File: src/rtl/brt_pkg.sv
package brt_pkg;

    typedef enum logic [1:0] {
        RK_NONE  = 2'b00,
        RK_WORD  = 2'b01,
        RK_LINE  = 2'b10,
        RK_MULTI = 2'b11
    } rd_kind_e;

    typedef enum logic [1:0] {
        SQ_IDLE,
        SQ_ISSUE,
        SQ_XFER,
        SQ_HOLD
    } seq_state_e;

    typedef struct packed {
        logic       take;
        logic [2:0] len;
    } beat_t;

    // Command kind from the current position and the bytes still owed.
    function automatic rd_kind_e pick_kind(input logic [31:0] addr,
                                           input logic [31:0] rem,
                                           input logic [31:0] cls_words);
        logic [31:0] line_b;
        logic [31:0] line_off;
        if ({30'd0, addr[1:0]} + rem <= 32'd4)
            return RK_WORD;
        if (cls_words == 32'd0)
            return RK_MULTI;
        line_b   = cls_words << 2;
        line_off = addr & (line_b - 32'd1);
        return (line_off + rem <= line_b) ? RK_LINE : RK_MULTI;
    endfunction

    // Bytes carried by one word beat starting at the given offset.
    function automatic logic [2:0] beat_len(input logic [1:0] off,
                                            input logic [31:0] rem);
        logic [2:0] room;
        room = 3'd4 - {1'b0, off};
        if (rem < {29'd0, room})
            return rem[2:0];
        return room;
    endfunction

endpackage

File: src/rtl/brt_classify.sv
module brt_classify
    import brt_pkg::*;
#(
    parameter int ADDR_W = 32,
    parameter int CNT_W  = 13,
    parameter int CLS_W  = 8
) (
    input  logic [ADDR_W-1:0] addr,
    input  logic [CNT_W-1:0]  rem,
    input  logic [CLS_W-1:0]  cls_words,
    output rd_kind_e          kind
);
    always_comb begin
        kind = pick_kind(32'(addr), 32'(rem), 32'(cls_words));
    end
endmodule

File: src/rtl/brt_credit.sv
module brt_credit
    import brt_pkg::*;
#(
    parameter int BUF_BYTES    = 512,
    parameter int SECTOR_BYTES = 128,
    parameter int FREE_W       = 10
) (
    input  logic              clk,
    input  logic              rst,
    input  beat_t             beat,
    input  logic              give,
    output logic [FREE_W-1:0] free,
    output logic              word_ok,
    output logic              word_ok_nx,
    output logic              sector_ok_nx
);
    localparam int SUM_W = FREE_W + 1;

    logic [SUM_W-1:0] sum;
    logic [FREE_W-1:0] free_nx;

    always_comb begin
        sum = {1'b0, free};
        if (beat.take)
            sum = sum - SUM_W'(beat.len);
        if (give)
            sum = sum + SUM_W'(SECTOR_BYTES);
        if (sum > SUM_W'(BUF_BYTES))
            free_nx = FREE_W'(BUF_BYTES);
        else
            free_nx = sum[FREE_W-1:0];
    end

    always_ff @(posedge clk) begin
        if (rst)
            free <= FREE_W'(BUF_BYTES);
        else
            free <= free_nx;
    end

    assign word_ok      = free >= FREE_W'(4);
    assign word_ok_nx   = free_nx >= FREE_W'(4);
    assign sector_ok_nx = free_nx >= FREE_W'(SECTOR_BYTES);
endmodule

File: src/rtl/brt_seq.sv
module brt_seq
    import brt_pkg::*;
#(
    parameter int ADDR_W = 32,
    parameter int CNT_W  = 13
) (
    input  logic              clk,
    input  logic              rst,
    input  logic              req_valid,
    input  logic [ADDR_W-1:0] req_addr,
    input  logic [CNT_W-1:0]  req_bytes,
    output logic              req_ready,
    output logic              cmd_valid,
    input  logic              cmd_ready,
    input  logic              rx_valid,
    output logic              rx_ready,
    input  logic              disc,
    input  logic              word_ok,
    input  logic              word_ok_nx,
    input  logic              sector_ok_nx,
    output beat_t             beat,
    output logic [ADDR_W-1:0] cur_addr,
    output logic [CNT_W-1:0]  cur_rem,
    output logic              xfer_on,
    output logic              busy,
    output logic              done
);
    seq_state_e state;
    logic       last;

    assign req_ready = state == SQ_IDLE;
    assign cmd_valid = state == SQ_ISSUE;
    assign xfer_on   = state == SQ_XFER;
    assign busy      = state != SQ_IDLE;
    assign rx_ready  = xfer_on && word_ok;

    always_comb begin
        beat.take = rx_valid && rx_ready;
        beat.len  = beat_len(cur_addr[1:0], 32'(cur_rem));
        last      = beat.take && (cur_rem == CNT_W'(beat.len));
    end

    always_ff @(posedge clk) begin
        if (rst) begin
            state    <= SQ_IDLE;
            cur_addr <= '0;
            cur_rem  <= '0;
            done     <= 1'b0;
        end else begin
            done <= 1'b0;
            unique case (state)
                SQ_IDLE: begin
                    if (req_valid) begin
                        if (req_bytes == '0) begin
                            done <= 1'b1;
                        end else begin
                            cur_addr <= req_addr;
                            cur_rem  <= req_bytes;
                            state    <= word_ok_nx ? SQ_ISSUE : SQ_HOLD;
                        end
                    end
                end
                SQ_ISSUE: begin
                    if (cmd_ready)
                        state <= SQ_XFER;
                end
                SQ_XFER: begin
                    if (beat.take) begin
                        cur_addr <= cur_addr + ADDR_W'(beat.len);
                        cur_rem  <= cur_rem - CNT_W'(beat.len);
                    end
                    if (last) begin
                        state <= SQ_IDLE;
                        done  <= 1'b1;
                    end else if (disc) begin
                        state <= word_ok_nx ? SQ_ISSUE : SQ_HOLD;
                    end else if (!word_ok_nx) begin
                        state <= SQ_HOLD;
                    end
                end
                SQ_HOLD: begin
                    if (sector_ok_nx)
                        state <= SQ_ISSUE;
                end
                default: state <= SQ_IDLE;
            endcase
        end
    end
endmodule

File: src/rtl/brt_translator.sv
module brt_translator
    import brt_pkg::*;
#(
    parameter int ADDR_W       = 32,
    parameter int CNT_W        = 13,
    parameter int CLS_W        = 8,
    parameter int BUF_SECTORS  = 4,
    parameter int SECTOR_BYTES = 128
) (
    input  logic              clk,
    input  logic              rst,
    input  logic [CLS_W-1:0]  cls_words,
    input  logic              req_valid,
    output logic              req_ready,
    input  logic [ADDR_W-1:0] req_addr,
    input  logic [CNT_W-1:0]  req_bytes,
    output logic              cmd_valid,
    input  logic              cmd_ready,
    output logic [ADDR_W-1:0] cmd_addr,
    output logic [1:0]        cmd_kind,
    input  logic              rx_valid,
    output logic              rx_ready,
    input  logic              disc,
    output logic              xfer_on,
    input  logic              sector_free,
    output logic              busy,
    output logic              done
);
    localparam int BUF_BYTES = BUF_SECTORS * SECTOR_BYTES;
    localparam int FREE_W    = $clog2(BUF_BYTES + SECTOR_BYTES + 1);

    beat_t             beat;
    logic [ADDR_W-1:0] addr_w;
    logic [CNT_W-1:0]  rem_w;
    logic [FREE_W-1:0] free_w;
    logic              word_ok, word_ok_nx, sector_ok_nx;
    rd_kind_e          kind_w;

    brt_seq #(.ADDR_W(ADDR_W), .CNT_W(CNT_W)) u_seq (
        .clk(clk), .rst(rst),
        .req_valid(req_valid), .req_addr(req_addr), .req_bytes(req_bytes),
        .req_ready(req_ready),
        .cmd_valid(cmd_valid), .cmd_ready(cmd_ready),
        .rx_valid(rx_valid), .rx_ready(rx_ready), .disc(disc),
        .word_ok(word_ok), .word_ok_nx(word_ok_nx), .sector_ok_nx(sector_ok_nx),
        .beat(beat), .cur_addr(addr_w), .cur_rem(rem_w),
        .xfer_on(xfer_on), .busy(busy), .done(done)
    );

    brt_credit #(.BUF_BYTES(BUF_BYTES), .SECTOR_BYTES(SECTOR_BYTES),
                 .FREE_W(FREE_W)) u_credit (
        .clk(clk), .rst(rst), .beat(beat), .give(sector_free),
        .free(free_w), .word_ok(word_ok), .word_ok_nx(word_ok_nx),
        .sector_ok_nx(sector_ok_nx)
    );

    brt_classify #(.ADDR_W(ADDR_W), .CNT_W(CNT_W), .CLS_W(CLS_W)) u_cls (
        .addr(addr_w), .rem(rem_w), .cls_words(cls_words), .kind(kind_w)
    );

    assign cmd_addr = addr_w;
    assign cmd_kind = cmd_valid ? kind_w : RK_NONE;
endmodule

File: config.mk
export PLATFORM = sky130hd
export DESIGN_NAME = brt_translator
export DESIGN_NICKNAME = d
export VERILOG_FILES = /design/src/rtl/brt_pkg.sv /design/src/rtl/brt_classify.sv /design/src/rtl/brt_credit.sv /design/src/rtl/brt_seq.sv /design/src/rtl/brt_translator.sv
export SDC_FILE = /design/constraint.sdc
export NUM_CORES = 1
export LEC_CHECK = 0
export ABC_AREA = 1
export BUFFER_PORTS_ARGS = -buffer_cell sky130_fd_sc_hd__buf_2
export CAP_MARGIN = 20
export CORE_ASPECT_RATIO = 1.2
export CORE_MARGIN = 5
export CORE_UTILIZATION = 43
export CTS_BUF_LIST = sky130_fd_sc_hd__clkbuf_4
export CTS_CLUSTER_DIAMETER = 100
export DETAILED_ROUTE_END_ITERATION = 10
export HOLD_SLACK_MARGIN = 0.12
export REMOVE_ABC_BUFFERS = 1
export SYNTH_ARGS = -nofsm -noshare
export SYNTH_HDL_FRONTEND = slang
export SYNTH_SLANG_ARGS = --single-unit
export TNS_END_PERCENT = 10
File: constraint.sdc
create_clock -name clk -period 3.9 [get_ports clk]
set_clock_uncertainty 0.05 [all_clocks]
set_input_delay 0.39 -clock clk [delete_from_list [all_inputs] [get_ports clk]]
set_output_delay 0.39 -clock clk [all_outputs]
set_load 0.01 [all_outputs]
==> flow_summary_export.csv, run 1 <==
group,metric,value,unit
layout,fin_nets,1045,
synth,synthCells,839,
layout,area_delta_synth_final,22.3,%
run,maxCapViolations,0,
power_and_ir_drop,leakagePower,3.08,nW
sta,finalMaxSlewViolations,0,
routing,first_pass_iters,6,
routing,wl_per_cell,14.6,um
routing,vias,5838,
layout,multiInputGateArea,0.00379,sq mm
clocking,worstSkewPairLatency,0.43,ns
routing,drt-initial-drc-count,325,
critical_path,critPathMaxStageDelay,0.35,ns
hold_path,hold_path_class,"in -> reg",
floorplan,start_util,43.8,%
critical_path,path_cells,"buf_6, ha_4, fa_2, nand3_2, nand2_2, a21oi_2, o21bai_2, a21o_1, a21oi_2, xnor2_1, ha_1, buf_4, nand3_2, a21oi_2, nor3_2, o211a_1, a41oi_2, buf_2",
critical_path,cp_common_cell,"a21oi_2",
critical_path,r2r_slack,0.22,ns
power_and_ir_drop,p_sw,0.00321,W
floorplan,die_y,131,um
synth,yosysTopAreaCellShare,22.0,%
placed_design,gp_congestion,0.893,
clocking,cts_hold_buffers,0,
routing,avgViaCountPerCell,5.21,
synth,synth_area_leaders,"dfxtp_1 22%, nand2_1 12%, nor2_1 7.9%",
critical_path,path_class,"reg -> out",
sta,tightest_slew,0.993,ns
grt,grt_overflow,0,
power_and_ir_drop,powerDensity,914,mW/mm^2
critical_path,required,3.46,ns
hold_path,hold_path_depth,3,
clocking,cts_sinks,58,
power_and_ir_drop,pwr-share-comb,71.7,%
sta,setup_slack,0.0560,ns
critical_path,crit_path_end_kind,"output pin",
synth,yosysWarnings,0,
placed_design,portBuffers,99,
placed_design,dp_hpwl,12.4,mm
sta,finalSetupViolCount,0,
grt,grt_max_degree,69,
status,status,"complete, no violations",
critical_path,rr_worst_depth,26,
sta,fin_crit_sh,98.6,%
routing,drcViolationCount,0,
power_and_ir_drop,sw_frac_of_total,54.3,%
synth,ys_types,48,
placed_design,dp_slack,-0.0966,ns
critical_path,critPathSlowestCell,"dfxtp_2",
synth,synth_top_area_cell,"dfxtp_1",
grt,antenna_found_initial,2,
synth,synth-edff-count,0,
clocking,cts_root_buf,"clkbuf_4",
critical_path,reg2reg_from,"u_seq.cur_addr[0]",
clocking,cts_max_level,3,
clocking,clock_path_buffers,2,
sta,rsz0062_at_grt,"yes",
clocking,numCtsBuffers,9,
floorplan,die_w,111,um
critical_path,r2r_end,"u_seq.state[0]",
synth,syn_avg_cell_area,6.30,sq um
clocking,clk_pin_slew_worst_paths,0.12,ns
layout,regArea,0.00117,sq mm
power_and_ir_drop,internal_power,0.00270,W
power_and_ir_drop,p_seq_share,19.4,%
synth,async_reset_ff_share,0,%
layout,drive_gt1_share,25.7,%
synth,ys.flop_type,"dfxtp_1",
critical_path,cp_top_family,"compound AO/OA/AOI/OAI gates",
grt,grtUsageTotal,22.0,%
sta,tns,0,ns
synth,ys_ff_latch,58,
clocking,cts_tree,"built",
layout,fillers,1245,
synth,syn_area,0.00529,sq mm
hold_path,hold_end,"u_seq.cur_addr[1]",
hold_path,hold_path_startpoint,"req_addr[1]",
critical_path,path_buf_inv,3,
sta,min_period,3.84,ns
sta,slew-limit-headroom,32.1,%
synth,seq_area_frac_synth,22.0,%
floorplan,io_pins,100,
power_and_ir_drop,ir_drop,0.400,mV
sta,fmax,260,MHz
sta,finalHoldViolCount,0,
grt,grt_pass1_vias,5787,
routing,drt_wl_total,16.3,mm
critical_path,arrival,3.40,ns
grt,grt_first_pass_wirelength,27.0,mm
floorplan,die_area,0.0146,sq mm
power_and_ir_drop,power_frac_clock,8.9,%
floorplan,std_cell_rows,44,
floorplan,core,0.0121,sq mm
routing,ant_nets,0,
critical_path,cp-start-kind,"flip-flop",
critical_path,cp_max_fo,2,
-- worst max path at each step --
stage | start | end | slack, ns | depth (start not counted)
detailed placement | cls_words[0] | cmd_kind[0] | -0.1 | 20
finish | u_seq.cur_addr[0] | cmd_kind[0] | 0.06 | 18
CTS | u_seq.cur_addr[0] | cmd_kind[0] | -0.1 | 18
floorplan | cls_words[0] | cmd_kind[0] | 0.47 | 18
global route | u_seq.cur_addr[0] | cmd_kind[0] | -0.16 | 18
global placement | cls_words[0] | cmd_kind[0] | 0.04 | 20
-- placed cells by master (no fill, tap or decap), drive strengths merged, types with 3 or more instances in the layout --
master	count
o211ai	8
o221ai	4
ha	31
o21ai	58
clkinv	4
nor4	9
nor3	28
nor3b	4
a21oi	74
xnor2	9
nand3	46
buf	128
nand2	184
xor2	31
clkbuf	9
nor2	124
inv	103
a211oi	4
o21bai	3
nand4	18
dfxtp	58
a31oi	3
-- Yosys cell counts (2+ instances only) --
cell        n
nor2_4      4
nand2_4     3
a21boi_1    2
a21oi_1    74
inv_1      90
dfxtp_1    58
nor3_1     16
nor2_1    111
xnor2_1     9
o211ai_1    8
ha_1       31
o221ai_1    4
nor3_2     11
nor4_1      8
a31oi_1     3
nand4_1    18
nand3_2     5
nand2_2    11
xor2_1     31
inv_2      12
o21ai_1     8
clkbuf_1   22
o21ai_0    49
a211oi_1    4
nand3_1    41
clkinv_1    2
o21bai_1    3
nor3b_1     2
nor3b_2     2
nor2_2      9
o31ai_1     2
nand2_1   170
-- state kept, by name, indices dropped and copies added, names as in the netlist --
name and cells:
u_seq.cur_rem 13, u_seq.done 1, u_seq.state 2, u_seq.cur_addr 32
u_credit.free 10
-- worst reg2reg max path, delay by kind of cell (launching register included) --
family,cells,cell delay (ns)
buffers and inverters,5,0.43
DFF,1,0.35
adders and majority gates,4,0.78
and+or+nand+nor,15,1.69
AOI/OAI and AO/OA,2,0.31
-- area by class of cell --
cell class | instances | share of cell area (%)
flip-flops and latches | 58 | 18.0
multi-input cells | 652 | 58.7
inverters | 104 | 6.04
repair buffers | 128 | 11.5
well taps | 161 | 3.12
clock buffers | 9 | 1.05
diodes | 1 | 0.0387
clock inverters | 7 | 1.45
-- kinds of logic (layout without fill, tap and decap cells) --
group                      Yosys count  after routing  share of synthesized area [%]
xor gates and xnor gates            40             40                           6.63
AOI/OAI and AO/OA                  163            163                           17.2
and+or+nand+nor                    417            417                           37.1
adders and majority gates           32             32                           7.72
buffers and inverters              129            248                           9.33
other                                0              1                              0
DFF                                 58             58                           22.0
-- layer usage --
layer	share of wire [%]	track usage [%]
met1	42	25.1
met5	0.11	0
met2	51	40.8
met3	4.6	3.40
met4	2.0	8.52
-- power groups by stage --
stage,clock network [W],logic (W),registers [W]
floorplan,0,0.00263,0.00118
CTS,0.000537,0.00400,0.00114
finish,0.000526,0.00423,0.00115
global placement,0,0.00385,0.00115
global route,0.000564,0.00477,0.00119
detailed placement,0,0.00393,0.00115
-- repair_timing --
| action | CTS | global route |
|---|---|---|
| setup endpoints to repair | 1 | 18 |
| setup buffers | 4 | 4 |
| gates resized for setup | 11 | 37 |
| pin swaps | 13 | 28 |
| endpoints found under the hold margin | 0 | 0 |
-- metrics by stage --
step | power [W] | util (%) | hold WS (ns) | instances | instance area [sq um]
after floorplan | 0.00381 | - | 0.407 | 814 | 5180
after global placement | 0.00500 | 50.2 | 0.419 | 1095 | 6050
after detailed placement | 0.00507 | 50.2 | 0.438 | 1095 | 6050
after CTS | 0.00567 | 52.2 | 0.162 | 1115 | 6290
after global routing | 0.00653 | 53.6 | 0.177 | 1120 | 6460
final | 0.00591 | 53.6 | 0.169 | 1120 | 6460
No activity file was read; power rests on OpenSTA's default activity.
==> run 2: changes to the inputs <==
--- a/config.mk
+++ b/config.mk
@@ -15,6 +15,7 @@
 export CTS_CLUSTER_DIAMETER = 100
 export DETAILED_ROUTE_END_ITERATION = 10
 export HOLD_SLACK_MARGIN = 0.12
+export MAX_ROUTING_LAYER = met4
 export REMOVE_ABC_BUFFERS = 1
 export SYNTH_ARGS = -nofsm -noshare
 export SYNTH_HDL_FRONTEND = slang
==> flow_summary_export.csv, run 2 (same netlist as run 1, synthesis figures left out) <==
group,metric,value,unit
clocking,worstSkewPairLatency,0.41,ns
layout,largestRegisters,"u_seq.cur_addr (32), u_seq.cur_rem (13), u_credit.free (10)",
critical_path,r2r_end,"u_seq.state[0]",
floorplan,die_w,111,um
critical_path,r2r_slack,0.16,ns
power_and_ir_drop,p_sw,0.00316,W
clocking,cts_hold_buffers,0,
clocking,numCtsBuffers,9,
routing,vias,5868,
critical_path,reg2reg_from,"u_seq.cur_addr[0]",
placed_design,gp_congestion,0.879,
clocking,clock_path_buffers,2,
critical_path,required,3.46,ns
sta,fmax,251,MHz
power_and_ir_drop,ir_drop,0.375,mV
power_and_ir_drop,leakagePower,3.05,nW
power_and_ir_drop,power_frac_clock,7.9,%
sta,fin_crit_sh,102,%
floorplan,die_area,0.0146,sq mm
critical_path,cp_max_fo,3,
hold_path,hold_path_class,"in -> reg",
critical_path,crit_path_end_kind,"output pin",
status,violations,"negative setup slack",
power_and_ir_drop,pwr-share-comb,71.5,%
clocking,clk_pin_slew_worst_paths,0.12,ns
clocking,cts_sinks,58,
grt,grt_pass1_vias,5587,
sta,slew-limit-headroom,49.5,%
clocking,cts_root_buf,"clkbuf_4",
sta,setup_slack,-0.0808,ns
critical_path,cp-start-kind,"input pin",
sta,tns,-0.0808,ns
hold_path,hold_path_depth,3,
grt,grt_overflow,0,
routing,drt_wl_total,16.6,mm
layout,area_delta_synth_final,20.5,%
layout,multiInputGateArea,0.00373,sq mm
power_and_ir_drop,p_seq_share,20.6,%
routing,routed-wl-met3,810,um
sta,finalSetupViolCount,1,
grt,grt_max_degree,69,
routing,wl_met1,7.05,mm
layout,top_register,"u_seq.cur_addr",
run,maxCapViolations,0,
layout,fillers,1300,
critical_path,path_class,"in -> out",
routing,avgViaCountPerCell,5.25,
sta,min_period,3.98,ns
hold_path,hold_end,"u_seq.cur_addr[0]",
power_and_ir_drop,sw_frac_of_total,54.6,%
power_and_ir_drop,internal_power,0.00262,W
floorplan,io_pins,100,
placed_design,portBuffers,99,
power_and_ir_drop,powerDensity,908,mW/mm^2
floorplan,die_y,131,um
floorplan,start_util,43.8,%
critical_path,rr_worst_depth,26,
status,status,"finished, violations left",
sta,finalMaxSlewViolations,0,
floorplan,core,0.0121,sq mm
routing,routed.top_layer,"met4",
critical_path,arrival,3.54,ns
routing,ant_nets,0,
grt,grt_first_pass_wirelength,26.7,mm
sta,rsz0062_at_grt,"yes",
layout,largest_reg_flops,32,
layout,fin_nets,1044,
grt,grtUsageTotal,22.2,%
clocking,cts_max_level,3,
sta,timing.hold.ws,0.172,ns
sta,tightest_slew,0.738,ns
routing,wl_per_cell,14.8,um
layout,final_common_cell,"nand2_1",
layout,final_cell_mix,"165 x nand2_1, 109 x nor2_1, 99 x buf_2",
hold_path,hold_path_startpoint,"req_addr[0]",
layout,regArea,0.00117,sq mm
clocking,cts_tree,"built",
layout,drive_gt1_share,25.1,%
floorplan,std_cell_rows,44,
routing,drcViolationCount,0,
routing,drt-initial-drc-count,342,
routing,dr_wl_met2,8.44,mm
sta,finalHoldViolCount,0,
grt,antenna_found_initial,1,
routing,first_pass_iters,7,
placed_design,dp_hpwl,12.4,mm
[run 2: routing by layer]
| metal | track usage [%] | up-vias |
|---|---|---|
| met3 | 3.82 | 29 |
| met2 | 38.9 | 149 |
| met4 | 6.69 | 0 |
| met5 | - | - |
| li1 | - | 3000 |
| met1 | 25.9 | 2690 |
[run 2: critical path, stage by stage]
cell      delay [ns]
buf_2           0.11
inv_2           0.04
ha_1            0.28
nor2_2          0.04
ha_1            0.35
a21oi_2         0.19
nand2_2         0.08
a21oi_2         0.13
o21bai_1        0.10
buf_4           0.15
buf_4           0.13
xor2_1          0.14
ha_1            0.27
nand2_1         0.07
o21ai_0         0.21
nand3_1         0.09
a21oi_1         0.16
nor3_1          0.08
o211a_1         0.17
a41oi_2         0.19
buf_2           0.16
[run 2: power by group through the flow]
stage | logic (W) | clock network [W] | registers (W)
after CTS | 0.00394 | 0.000473 | 0.00117
after global routing | 0.00463 | 0.000497 | 0.00124
after floorplan | 0.00263 | 0 | 0.00118
after global placement | 0.00379 | 0 | 0.00118
after detailed placement | 0.00387 | 0 | 0.00119
final | 0.00413 | 0.000459 | 0.00119
[run 2: worst max-delay path by stage]
stage	cells after the start	startpoint	slack, ns	endpoint
after global placement	20	cls_words[0]	0.06	cmd_kind[0]
after CTS	17	u_seq.cur_addr[0]	-0.002	cmd_kind[0]
after global routing	18	u_seq.cur_addr[3]	-0.32	cmd_kind[0]
after floorplan	18	cls_words[0]	0.47	cmd_kind[0]
final	21	cls_words[0]	-0.08	cmd_kind[0]
after detailed placement	20	cls_words[0]	-0.03	cmd_kind[0]
[run 2: area by class of cell]
class	instances	area share, %
clock inverters	3	0.648
flip-flops and latches	58	18.4
clock buffers	12	1.41
diodes	1	0.0393
repair buffers	127	11.5
well taps	161	3.16
inverters	104	6.13
multi-input cells	652	58.6
[run 2: timing repair]
| item | 4_1_cts | 5_1_grt |
|---|---|---|
| setup buffers | 4 | 7 |
| endpoints found under the setup margin | 1 | 18 |
| gates resized for setup | 11 | 32 |
| pin swaps | 14 | 23 |
[run 2: through the flow]
stage | std cells | cell area [sq um] | util, % | worst slack [ns] | power (W)
6_report | 1118 | 6370 | 52.8 | -0.0808 | 0.00578
5_1_grt | 1118 | 6370 | 52.8 | -0.318 | 0.00636
4_1_cts | 1109 | 6220 | 51.6 | -0.00153 | 0.00559
3_5_place_dp | 1090 | 6010 | 49.9 | -0.0323 | 0.00505
3_3_place_gp | 1090 | 6010 | 49.9 | 0.0649 | 0.00497
2_1_floorplan | 814 | 5180 | - | 0.465 | 0.00381
==> run 3: changes to the inputs <==
--- a/config.mk
+++ b/config.mk
@@ -6,14 +6,14 @@
 export NUM_CORES = 1
 export LEC_CHECK = 0
 export ABC_AREA = 1
-export BUFFER_PORTS_ARGS = -buffer_cell sky130_fd_sc_hd__buf_2
 export CAP_MARGIN = 20
 export CORE_ASPECT_RATIO = 1.2
 export CORE_MARGIN = 5
-export CORE_UTILIZATION = 43
+export CORE_UTILIZATION = 39
 export CTS_BUF_LIST = sky130_fd_sc_hd__clkbuf_4
 export CTS_CLUSTER_DIAMETER = 100
 export DETAILED_ROUTE_END_ITERATION = 10
+export DONT_BUFFER_PORTS = 1
 export HOLD_SLACK_MARGIN = 0.12
 export MAX_ROUTING_LAYER = met4
 export REMOVE_ABC_BUFFERS = 1
==> flow_summary_export.csv, run 3 (same netlist as run 1, synthesis figures left out) <==
group,metric,value,unit
routing,avgViaCountPerCell,5.29,
routing,drcViolationCount,0,
clocking,numCtsBuffers,9,
sta,rsz0062_at_grt,"yes",
sta,finalHoldViolCount,0,
clocking,cts_root_buf,"clkbuf_4",
layout,final_cell_mix,"164 x nand2_1, 108 x nor2_1, 89 x inv_1",
clocking,cts_tree,"built",
critical_path,cp_max_fo,5,
clocking,cts_sinks,58,
layout,fin_nets,954,
critical_path,r2r_end,"u_credit.free[0]",
grt,grt_first_pass_wirelength,25.5,mm
routing,first_pass_iters,5,
layout,largest_reg_flops,32,
floorplan,std_cell_rows,46,
critical_path,path_class,"reg -> out",
power_and_ir_drop,ir_drop,0.399,mV
sta,finalMaxSlewViolations,0,
sta,finalSetupViolCount,0,
placed_design,gp_congestion,0.901,
routing,ant_nets,0,
sta,tns,0,ns
floorplan,die_area,0.0160,sq mm
critical_path,critPathMaxStageDelay,0.39,ns
routing,vias,5477,
grt,grt_pass1_vias,5264,
sta,fmax,267,MHz
routing,drt_wl_total,16.2,mm
sta,tightest_slew,0.726,ns
layout,area_delta_synth_final,14.6,%
critical_path,reg2reg_from,"u_seq.cur_addr[0]",
routing,drt-initial-drc-count,237,
floorplan,start_util,39.9,%
critical_path,path_buf_inv,0,
floorplan,die_w,116,um
critical_path,r2r_slack,0.31,ns
sta,fin_crit_sh,95.9,%
hold_path,hold_path_depth,2,
clocking,worstSkewPairLatency,0.44,ns
clocking,cts_max_level,3,
power_and_ir_drop,powerDensity,933,mW/mm^2
power_and_ir_drop,fin_total_pwr,0.00565,W
routing,wl_per_cell,15.6,um
hold_path,hold_path_startpoint,"req_bytes[5]",
layout,final_common_cell,"nand2_1",
floorplan,die_y,138,um
placed_design,portBuffers,0,
hold_path,hold_end,"u_seq.cur_rem[5]",
status,status,"complete, no violations",
critical_path,required,3.46,ns
layout,final_util,45.8,%
hold_path,hold_path_class,"in -> reg",
run,maxCapViolations,0,
placed_design,dp_hpwl,12.0,mm
critical_path,rr_worst_depth,25,
critical_path,cp_top_family,"compound AO/OA/AOI/OAI gates",
grt,grt_max_degree,53,
layout,drive_gt1_share,16.1,%
critical_path,arrival,3.30,ns
layout,top_register,"u_seq.cur_addr",
power_and_ir_drop,leakagePower,2.67,nW
critical_path,crit_path_end_kind,"output pin",
clocking,clock_path_buffers,2,
layout,largestRegisters,"u_seq.cur_addr (32), u_seq.cur_rem (13), u_credit.free (10)",
grt,grtUsageTotal,20.7,%
critical_path,cp_common_cell,"a21oi_2",
clocking,clk_pin_slew_worst_paths,0.13,ns
floorplan,core,0.0132,sq mm
grt,antenna_found_initial,1,
sta,slew-limit-headroom,51.5,%
floorplan,io_pins,100,
grt,grt_overflow,0,
critical_path,path_cells,"ha_4, fa_2, nand3_2, nand2_2, a21oi_2, o21bai_1, a21o_1, a21oi_2, xnor2_1, ha_1, nand2_1, nor4_2, a21oi_1, nor3_1, o211a_1, a41oi_2",
sta,min_period,3.74,ns
critical_path,critPathSlowestCell,"dfxtp_4",
critical_path,cp-start-kind,"flip-flop",
[run 3: changes by cell type in the layout (fill, tap and decap cells not counted), sizes merged]
cell / change
buf: -100
dlygate4sd3: +10
clkbuf: -3
clkinv: +2
bufinv: +1
inv: +1
[run 3: routing by layer]
| layer | routed length (um) | vias to the layer above | track usage, % |
|---|---|---|---|
| li1 | - | 2821 | - |
| met1 | 6860 | 2518 | 23.9 |
| met2 | 8090 | 114 | 35.5 |
| met3 | 911 | 24 | 4.09 |
| met4 | 344 | 0 | 7.35 |
| met5 | 0 | - | - |
[run 3: cell type report]
cell class | instances | area (sq um)
clock buffers | 9 | 67.6
flip-flops and latches | 58 | 1170
fillers | 1429 | 7180
inverters | 104 | 390
clock inverters | 7 | 103
well taps | 168 | 210
repair buffers | 37 | 339
diodes | 1 | 2.50
multi-input cells | 652 | 3770
[run 3: how the worst max path moves through the flow]
stage	slack, ns	cells after the start	to	start
final	0.16	16	cmd_kind[0]	u_seq.cur_addr[0]
after global routing	-0.06	16	cmd_kind[0]	u_seq.cur_addr[0]
after CTS	0.02	16	cmd_kind[0]	u_seq.cur_addr[0]
after detailed placement	0.14	22	u_credit.free[6]	u_seq.cur_addr[0]
after global placement	0.23	18	cmd_kind[0]	cls_words[0]
after floorplan	0.47	18	cmd_kind[0]	cls_words[0]
[run 3: through the flow]
stage	instance area (sq um)	setup WS, ns	std cells	hold slack [ns]
2_1_floorplan	5180	0.465	814	0.407
3_3_place_gp	5550	0.228	1003	0.416
3_5_place_dp	5550	0.141	1003	0.417
4_1_cts	5880	0.0198	1031	0.133
5_1_grt	6060	-0.0603	1036	0.142
6_report	6060	0.158	1036	0.155
[run 3: power breakdown]
part | internal [W] | switching [W] | total, W
clock | 0.000265 | 0.000277 | 0.000542
sequential | 0.000836 | 0.000392 | 0.00123
combinational | 0.00144 | 0.00244 | 0.00388
[run 3: repair_timing]
action / CTS / global route
hold buffers: 11 / 0
pin swaps: 3 / 13
resized for setup: 7 / 35
setup buffers: 1 / 4
setup endpoints to repair: 1 / 17
endpoints found under the hold margin: 55 / 0
